--- config.mk ---
export PLATFORM = sky130hd
export DESIGN_NAME = burst_addr_seq
export DESIGN_NICKNAME = d
export VERILOG_FILES = /design/src/rtl/bas_pkg.sv /design/src/rtl/bas_beat_ctr.sv /design/src/rtl/bas_access_reg.sv /design/src/rtl/bas_order_map.sv /design/src/rtl/burst_addr_seq.sv
export SDC_FILE = /design/constraint.sdc
export NUM_CORES = 1
export LEC_CHECK = 0
export CAP_MARGIN = 10
export CORE_UTILIZATION = 35
export CTS_CLUSTER_SIZE = 8
export DETAILED_ROUTE_END_ITERATION = 10
export PLACE_DENSITY = 0.72
export SYNTH_ARGS = -nofsm -noshare
export SYNTH_HDL_FRONTEND = slang
export SYNTH_SLANG_ARGS = --single-unit
--- constraint.sdc ---
create_clock -name clk -period 0.81 [get_ports clk]
set_input_delay 0.162 -clock clk [delete_from_list [all_inputs] [get_ports clk]]
set_output_delay 0.162 -clock clk [all_outputs]
set_load 0.01 [all_outputs]
--- src/rtl/bas_pkg.sv ---
// Package: shared types and the low-bit ordering function for the burst
// address sequencer. Assumes a burst length of four (two low address bits).
package bas_pkg;
    localparam int BEAT_W = 2;

    typedef logic [BEAT_W-1:0] beat_t;

    typedef enum logic {
        ORD_LINEAR     = 1'b0,
        ORD_INTERLEAVE = 1'b1
    } order_e;

    // Map a start value and beat number to the visited low address bits.
    function automatic beat_t map_low(order_e ord, beat_t start, beat_t n);
        beat_t r;
        if (ord == ORD_INTERLEAVE) r = start ^ n;
        else                       r = start + n;
        return r;
    endfunction
endpackage

--- src/rtl/bas_beat_ctr.sv ---
// Module: beat counter for one burst. Clears on reset and on load, and
// steps modulo 2**BEAT_W on advance. Assumes load and step are exclusive.
module bas_beat_ctr
    import bas_pkg::*;
#(
    parameter int CW = BEAT_W
) (
    input  logic          clk,
    input  logic          rst_n,
    input  logic          load,
    input  logic          step,
    output logic [CW-1:0] count
);
    // Counter update: clear on reset/load, wrap-increment on step.
    always_ff @(posedge clk) begin
        if (!rst_n)     count <= '0;
        else if (load)  count <= '0;
        else if (step)  count <= count + 1'b1;
    end
endmodule

--- src/rtl/bas_access_reg.sv ---
// Module: latches the access type on load and holds it through advance
// beats. Also flags the first cycle after a load. Assumes one-cycle load pulses.
module bas_access_reg (
    input  logic clk,
    input  logic rst_n,
    input  logic load,
    input  logic en_in,
    input  logic wr_in,
    output logic valid_q,
    output logic write_q,
    output logic first_q
);
    // Access type capture: sampled only when a new base address loads.
    always_ff @(posedge clk) begin
        if (!rst_n) begin
            valid_q <= 1'b0;
            write_q <= 1'b0;
        end else if (load) begin
            valid_q <= en_in;
            write_q <= wr_in;
        end
    end

    // New-access flag: high for the cycle that follows a load.
    always_ff @(posedge clk) begin
        if (!rst_n) first_q <= 1'b0;
        else        first_q <= load;
    end
endmodule

--- src/rtl/bas_order_map.sv ---
// Module: combinational address former. Keeps the upper bits of the base
// and replaces the low bits with the ordered beat value. Assumes ADDR_W > 2.
module bas_order_map
    import bas_pkg::*;
#(
    parameter int ADDR_W = 20
) (
    input  logic [ADDR_W-1:0] base,
    input  beat_t             beat,
    input  logic              ord_il,
    output logic [ADDR_W-1:0] addr
);
    localparam int UPPER_W = ADDR_W - BEAT_W;

    order_e ord;
    beat_t  low;

    // Ordering select and low-bit mapping.
    always_comb begin
        ord = ord_il ? ORD_INTERLEAVE : ORD_LINEAR;
        low = map_low(ord, base[BEAT_W-1:0], beat);
    end

    // Bit assembly: upper bits pass straight through, so no carry reaches them.
    genvar gi;
    generate
        for (gi = 0; gi < ADDR_W; gi++) begin : g_bit
            if (gi < BEAT_W) begin : g_low
                assign addr[gi] = low[gi];
            end else begin : g_up
                assign addr[gi] = base[gi];
            end
        end
    endgenerate

    if (UPPER_W < 1) begin : g_bad_width
        initial $error("ADDR_W must exceed the beat width");
    end
endmodule

--- src/rtl/burst_addr_seq.sv ---
// Module: top of the burst address sequencer. A low adv_ld loads a base
// address and the access type. A high adv_ld steps through up to four beats.
// Assumes order_sel is static during a burst.
module burst_addr_seq
    import bas_pkg::*;
#(
    parameter int ADDR_W = 20
) (
    input  logic              clk,
    input  logic              rst_n,
    input  logic              adv_ld,
    input  logic              order_sel,
    input  logic [ADDR_W-1:0] addr_in,
    input  logic              acc_en,
    input  logic              wr_en,
    output logic [ADDR_W-1:0] addr_out,
    output logic [1:0]        beat,
    output logic              new_access,
    output logic              acc_valid,
    output logic              acc_write
);
    logic              do_load;
    logic              do_step;
    logic [ADDR_W-1:0] base_q;
    beat_t             cnt;

    // Control decode: the single pin chooses load or advance.
    always_comb begin
        do_load = !adv_ld;
        do_step = adv_ld;
    end

    // Base address register: captured on load, held while advancing.
    always_ff @(posedge clk) begin
        if (!rst_n)       base_q <= '0;
        else if (do_load) base_q <= addr_in;
    end

    bas_beat_ctr #(.CW(BEAT_W)) i_ctr (
        .clk   (clk),
        .rst_n (rst_n),
        .load  (do_load),
        .step  (do_step),
        .count (cnt)
    );

    bas_access_reg i_acc (
        .clk     (clk),
        .rst_n   (rst_n),
        .load    (do_load),
        .en_in   (acc_en),
        .wr_in   (wr_en),
        .valid_q (acc_valid),
        .write_q (acc_write),
        .first_q (new_access)
    );

    bas_order_map #(.ADDR_W(ADDR_W)) i_map (
        .base   (base_q),
        .beat   (cnt),
        .ord_il (order_sel),
        .addr   (addr_out)
    );

    assign beat = cnt;
endmodule

# Word-level counts from Yosys, hierarchy flattened
# Cells that the tools add are included.
# word_totals
latchBits,0
mem_bits_ro,0
ff_bits,25
memories,0
ramBits,0
in_bits,26
# op_classes
mul,0
n_mux,2
n_div,0
magnitude_cmp,0
n_bitwise,1
eq_ne,0
add_sub_neg,2
reduce_logical,2
shifts,0
# ops
op,n
"adder 2 x 1 -> 2 bit, second input constant",1
adder 2 bit,1
two-way mux 2 bit,1
AND reduction 2 bit,1
bitwise XOR 2 bit,1
zero test 1 bit,1
two-way mux 1 bit,1

# Longest topological paths before layout
# depth
word_depth,2
depth_mapped,4
mapped_depth_nobuf,3

# By module
# Synthesis repeated with hierarchy kept, for this count alone.
# hier_totals
cells_unflattened,104
area_unflattened_um2,1144.8
# modules_own_cells
mod,cells_each,seq_area_each_um2,instances,area_each_um2
burst_addr_seq,66,400.4,1,788.3
bas_order_map,22,0.0,1,171.4
bas_access_reg,8,60.1,1,100.1
bas_beat_ctr,8,40.0,1,85.1

# Worst setup path after synthesis
# No wires, ideal clock.
# synth_timing
kind,register to output
from,reg i_ctr.count[0]
to,out addr_out[1]
path_buffers,0
slack_ns,-0.253
arrival_time_ns,0.901
stages_incl_launch_ff,4
cell_sequence,dfxtp_1 -> ha_1 -> nor2b_1 -> xnor2_1
# synth_via
elab_chain_len,2
# synth_lines
element,line_no,source
"start, declared",bas_beat_ctr.sv:12,output logic [CW-1:0] count
"start signal, assigned",bas_beat_ctr.sv:18,else if (step) count <= count + 1'b1;
adder 2 bit,bas_pkg.sv:17,else r = start + n;
two-way mux 2 bit,bas_pkg.sv:16,if (ord == ORD_INTERLEAVE) r = start ^ n;
"end, declared",burst_addr_seq.sv:16,"output logic [ADDR_W-1:0] addr_out,"
# No other way between the ends.

# Worst setup path in the final report
# layout_timing
from,reg base_q[0]
to,out addr_out[1]
# layout_via
elab_chain_len,2
# layout_lines
element,line_no,source
"start, declared",burst_addr_seq.sv:24,logic [ADDR_W-1:0] base_q;
"start signal, assigned",burst_addr_seq.sv:36,else if (do_load) base_q <= addr_in;
adder 2 bit,bas_pkg.sv:17,
two-way mux 2 bit,bas_pkg.sv:16,
# No other way between the ends.

==> impl_metrics.toml <==
[synth]
syn_area_per_cell_sq_um = 11.0
yosys.cell_types.count = 11
yosys.area_share.simple_pct = 14.5
synth_top_cell_by_area = "dfxtp_1"
synth_xor_area_share_pct = 2.36
synth_top_family_by_area = "multiplexers"
seq_area_frac_synth_pct = 44.9
synth_top_area_share_pct = 44.9
synthesis.nets = 128
synth.top_cells.by_count = "25 x dfxtp_1, 24 x nor2b_1, 22 x mux2i_1"
synth-seq-cells = 25
synthMuxAreaShare_pct = 19.8
yosys-top-cells-area = "dfxtp_1 45%, mux2i_1 20%, nor2b_1 13%, buf_4 12%, buf_12 3.6%"
yosysWarnings = 0
netlist_area_sq_um = 1110
ys_async_sr_fraction_pct = 0
synth_edf_count = 0
ys.flop_type = "dfxtp_1"
syn_inst = 101
synth_fa_ha_area_share_pct = 1.12
yosys.cell_count.top_type = "dfxtp_1"
synth_compound_area_share_pct = 0

[route]
drt-total-wl_um = 2220
drc = 0
antenna_left = 0
drt-pass1-iter-count = 4
vias_per_cell = 4.20
vias = 777
first_iter_violations = 7
wl_per_cell_um = 12.0

[pwr]
ir_worst_vdd_mv = 0.702
power_density_nw_per_um2 = 1460
p_leak_nw = 0.748
finalPower_mw = 2.47

[sta]
finalHoldViolations = 0
clock.fmax_mhz = 714
tightestPinTransition_ns = 0.195
fin_crit_ns = 1.40
holdWs_ns = 0.341
slew_violations = 0
rsz0062_at_grt = "true"
setup_violations = 25
final.period_utilization_pct = 173
relSlewSlack_pct = 86.9
fin_skew_ns = 0.0000550
setup_slack_ns = -0.590

[die]
core_area_sq_um = 3030
dieWidth_um = 58.4
num_rows = 20
die_h_um = 58.4
top_level_ports = 51
dieArea_sq_um = 3410
initial_core_util_pct = 36.8

[status]
outcome = "finished with violations"
violations = "setup timing"

[cts]
clk_pin_slew_ns = 0.13
cts_tree = "built"
clk_latency_ns = 0.31
cts_sinks = 25
cts_max_level = 1
cts_made_buffers = 3
cts_root_buf = "clkbuf_4"
postCtsHoldBufs = 0
cts_max_path_buffers = 2

[final_layout]
final_area_sq_um = 1690
fillCellCount = 280
syn_to_final_growth_pct = 51.9
ff_latch_area_sq_um = 532
multiInputGateArea_sq_um = 455
n_antenna_cell = 0
drive_above_1_share_pct = 46.8
nNetsFinal = 169

[critical_path]
arrival_ns = 1.24
start_kind = "flip-flop"
end_kind = "output pin"
path_max_fanout = 2
cp.required_ns = 0.65
setup.worst_path.class = "flip-flop to output pin"

[global_routing]
overflow = 0
grt_pass1_wl_um = 3480
antenna_found_initial = 0
grt_pass1_vias = 806
grt_max_degree = 15
track_usage_pct = 13.5

[flow_run]
timing.max_cap.violations = 0

[placed_design]
port_buffers = 50
gp_congestion = 0.627
placed_area_sq_um = 1570
post-dp-hpwl_um = 1580

[worst_hold_path]
min_path_type = "input port to flip-flop"
[cells in the final DEF (no fill, tap or decap)]
| master | synthesis | layout |
|---|---|---|
| xnor2_2 | 0 | 2 |
| dfxtp_1 | 25 | 2 |
| clkbuf_4 | 0 | 3 |
| ha_4 | 0 | 1 |
| nand2_1 | 1 | 1 |
| nor2_1 | 2 | 2 |
| clkdlybuf4s50_1 | 0 | 24 |
| dfxtp_4 | 0 | 1 |
| buf_2 | 0 | 2 |
| nor2b_1 | 24 | 23 |
| buf_4 | 18 | 6 |
| buf_6 | 1 | 24 |
| buf_12 | 2 | 1 |
| nor2b_4 | 0 | 1 |
| dfxtp_2 | 0 | 22 |
| clkinv_2 | 0 | 1 |
| clkbuf_2 | 0 | 1 |
| xnor2_1 | 3 | 1 |
| bufbuf_16 | 0 | 1 |
| mux2i_1 | 22 | 22 |
[worst max-delay path, cell delays in order, from the launching register on]
cell     delay (ns)
dfxtp_2        0.38
ha_4           0.13
nor2b_4        0.15
xnor2_2        0.12
buf_2          0.15
[registers in the layout, indices dropped and copies added, names as in the netlist]
register       cells
i_acc.first_q      1
i_acc.valid_q      1
i_acc.write_q      1
i_ctr.count        2
base_q            20
[area by class of cell]
| type | count | area share, % |
|---|---|---|
| multi-input cells | 53 | 26.9 |
| well taps | 44 | 3.25 |
| flip-flops and latches | 25 | 31.4 |
| clock buffers | 3 | 1.33 |
| repair buffers | 59 | 36.8 |
| clock inverters | 1 | 0.296 |
[through the flow]
step,instances,worst slack [ns],util [%],TNS [ns]
floorplan,101,-0.153,-,-0.153
global placement,179,-0.758,51.9,-16.55
detailed placement,179,-0.796,51.9,-17.24
CTS,184,-0.622,55.8,-4.61
global route,185,-0.647,55.9,-5.06
finish,185,-0.590,55.9,-4.06
[final timing paths]
kind                  startpoint        endpoint  slack, ns  cells after the start
setup / recovery       base_q[0]     addr_out[1]      -0.59                      4
hold / removal            adv_ld       base_q[4]       0.34                      4
hold reg to reg        base_q[4]       base_q[4]       0.54                      2
setup reg to reg  i_ctr.count[0]  i_ctr.count[1]       0.03                      3
[routing by layer]
metal	GRT usage, %	vias to the layer above	share of wire, %
met5	0	-	0
met3	2.64	0	6.8
li1	-	386	-
met4	5.10	0	0
met1	14.5	357	41
met2	25.9	34	52
[cells by family (layout without fill, tap and decap cells)]
family / count (synthesis) / in the layout
multiplexers: 22 / 22
buffers and inverters: 23 / 63
adder cells (fa/ha/maj): 1 / 1
XOR/XNOR: 3 / 3
flip-flops: 25 / 25
AND/OR/NAND/NOR: 27 / 27
[report_power, final]
part	switching [mW]	leakage [nW]	internal, mW
sequential	0.0522	0.215	1.31
clock	0.358	0.0177	0.184
combinational	0.186	0.515	0.381
[what timing repair did]
| action | 4_1_cts | 5_1_grt |
|---|---|---|
| endpoints found under the hold margin | 0 | 0 |
| pin swaps | 1 | 0 |
| setup endpoints to repair | 48 | 36 |
| cloned | 1 | 0 |
| setup buffers | 0 | 1 |
| gates resized for setup | 148 | 2 |
No activity file was read; power rests on OpenSTA's default activity.
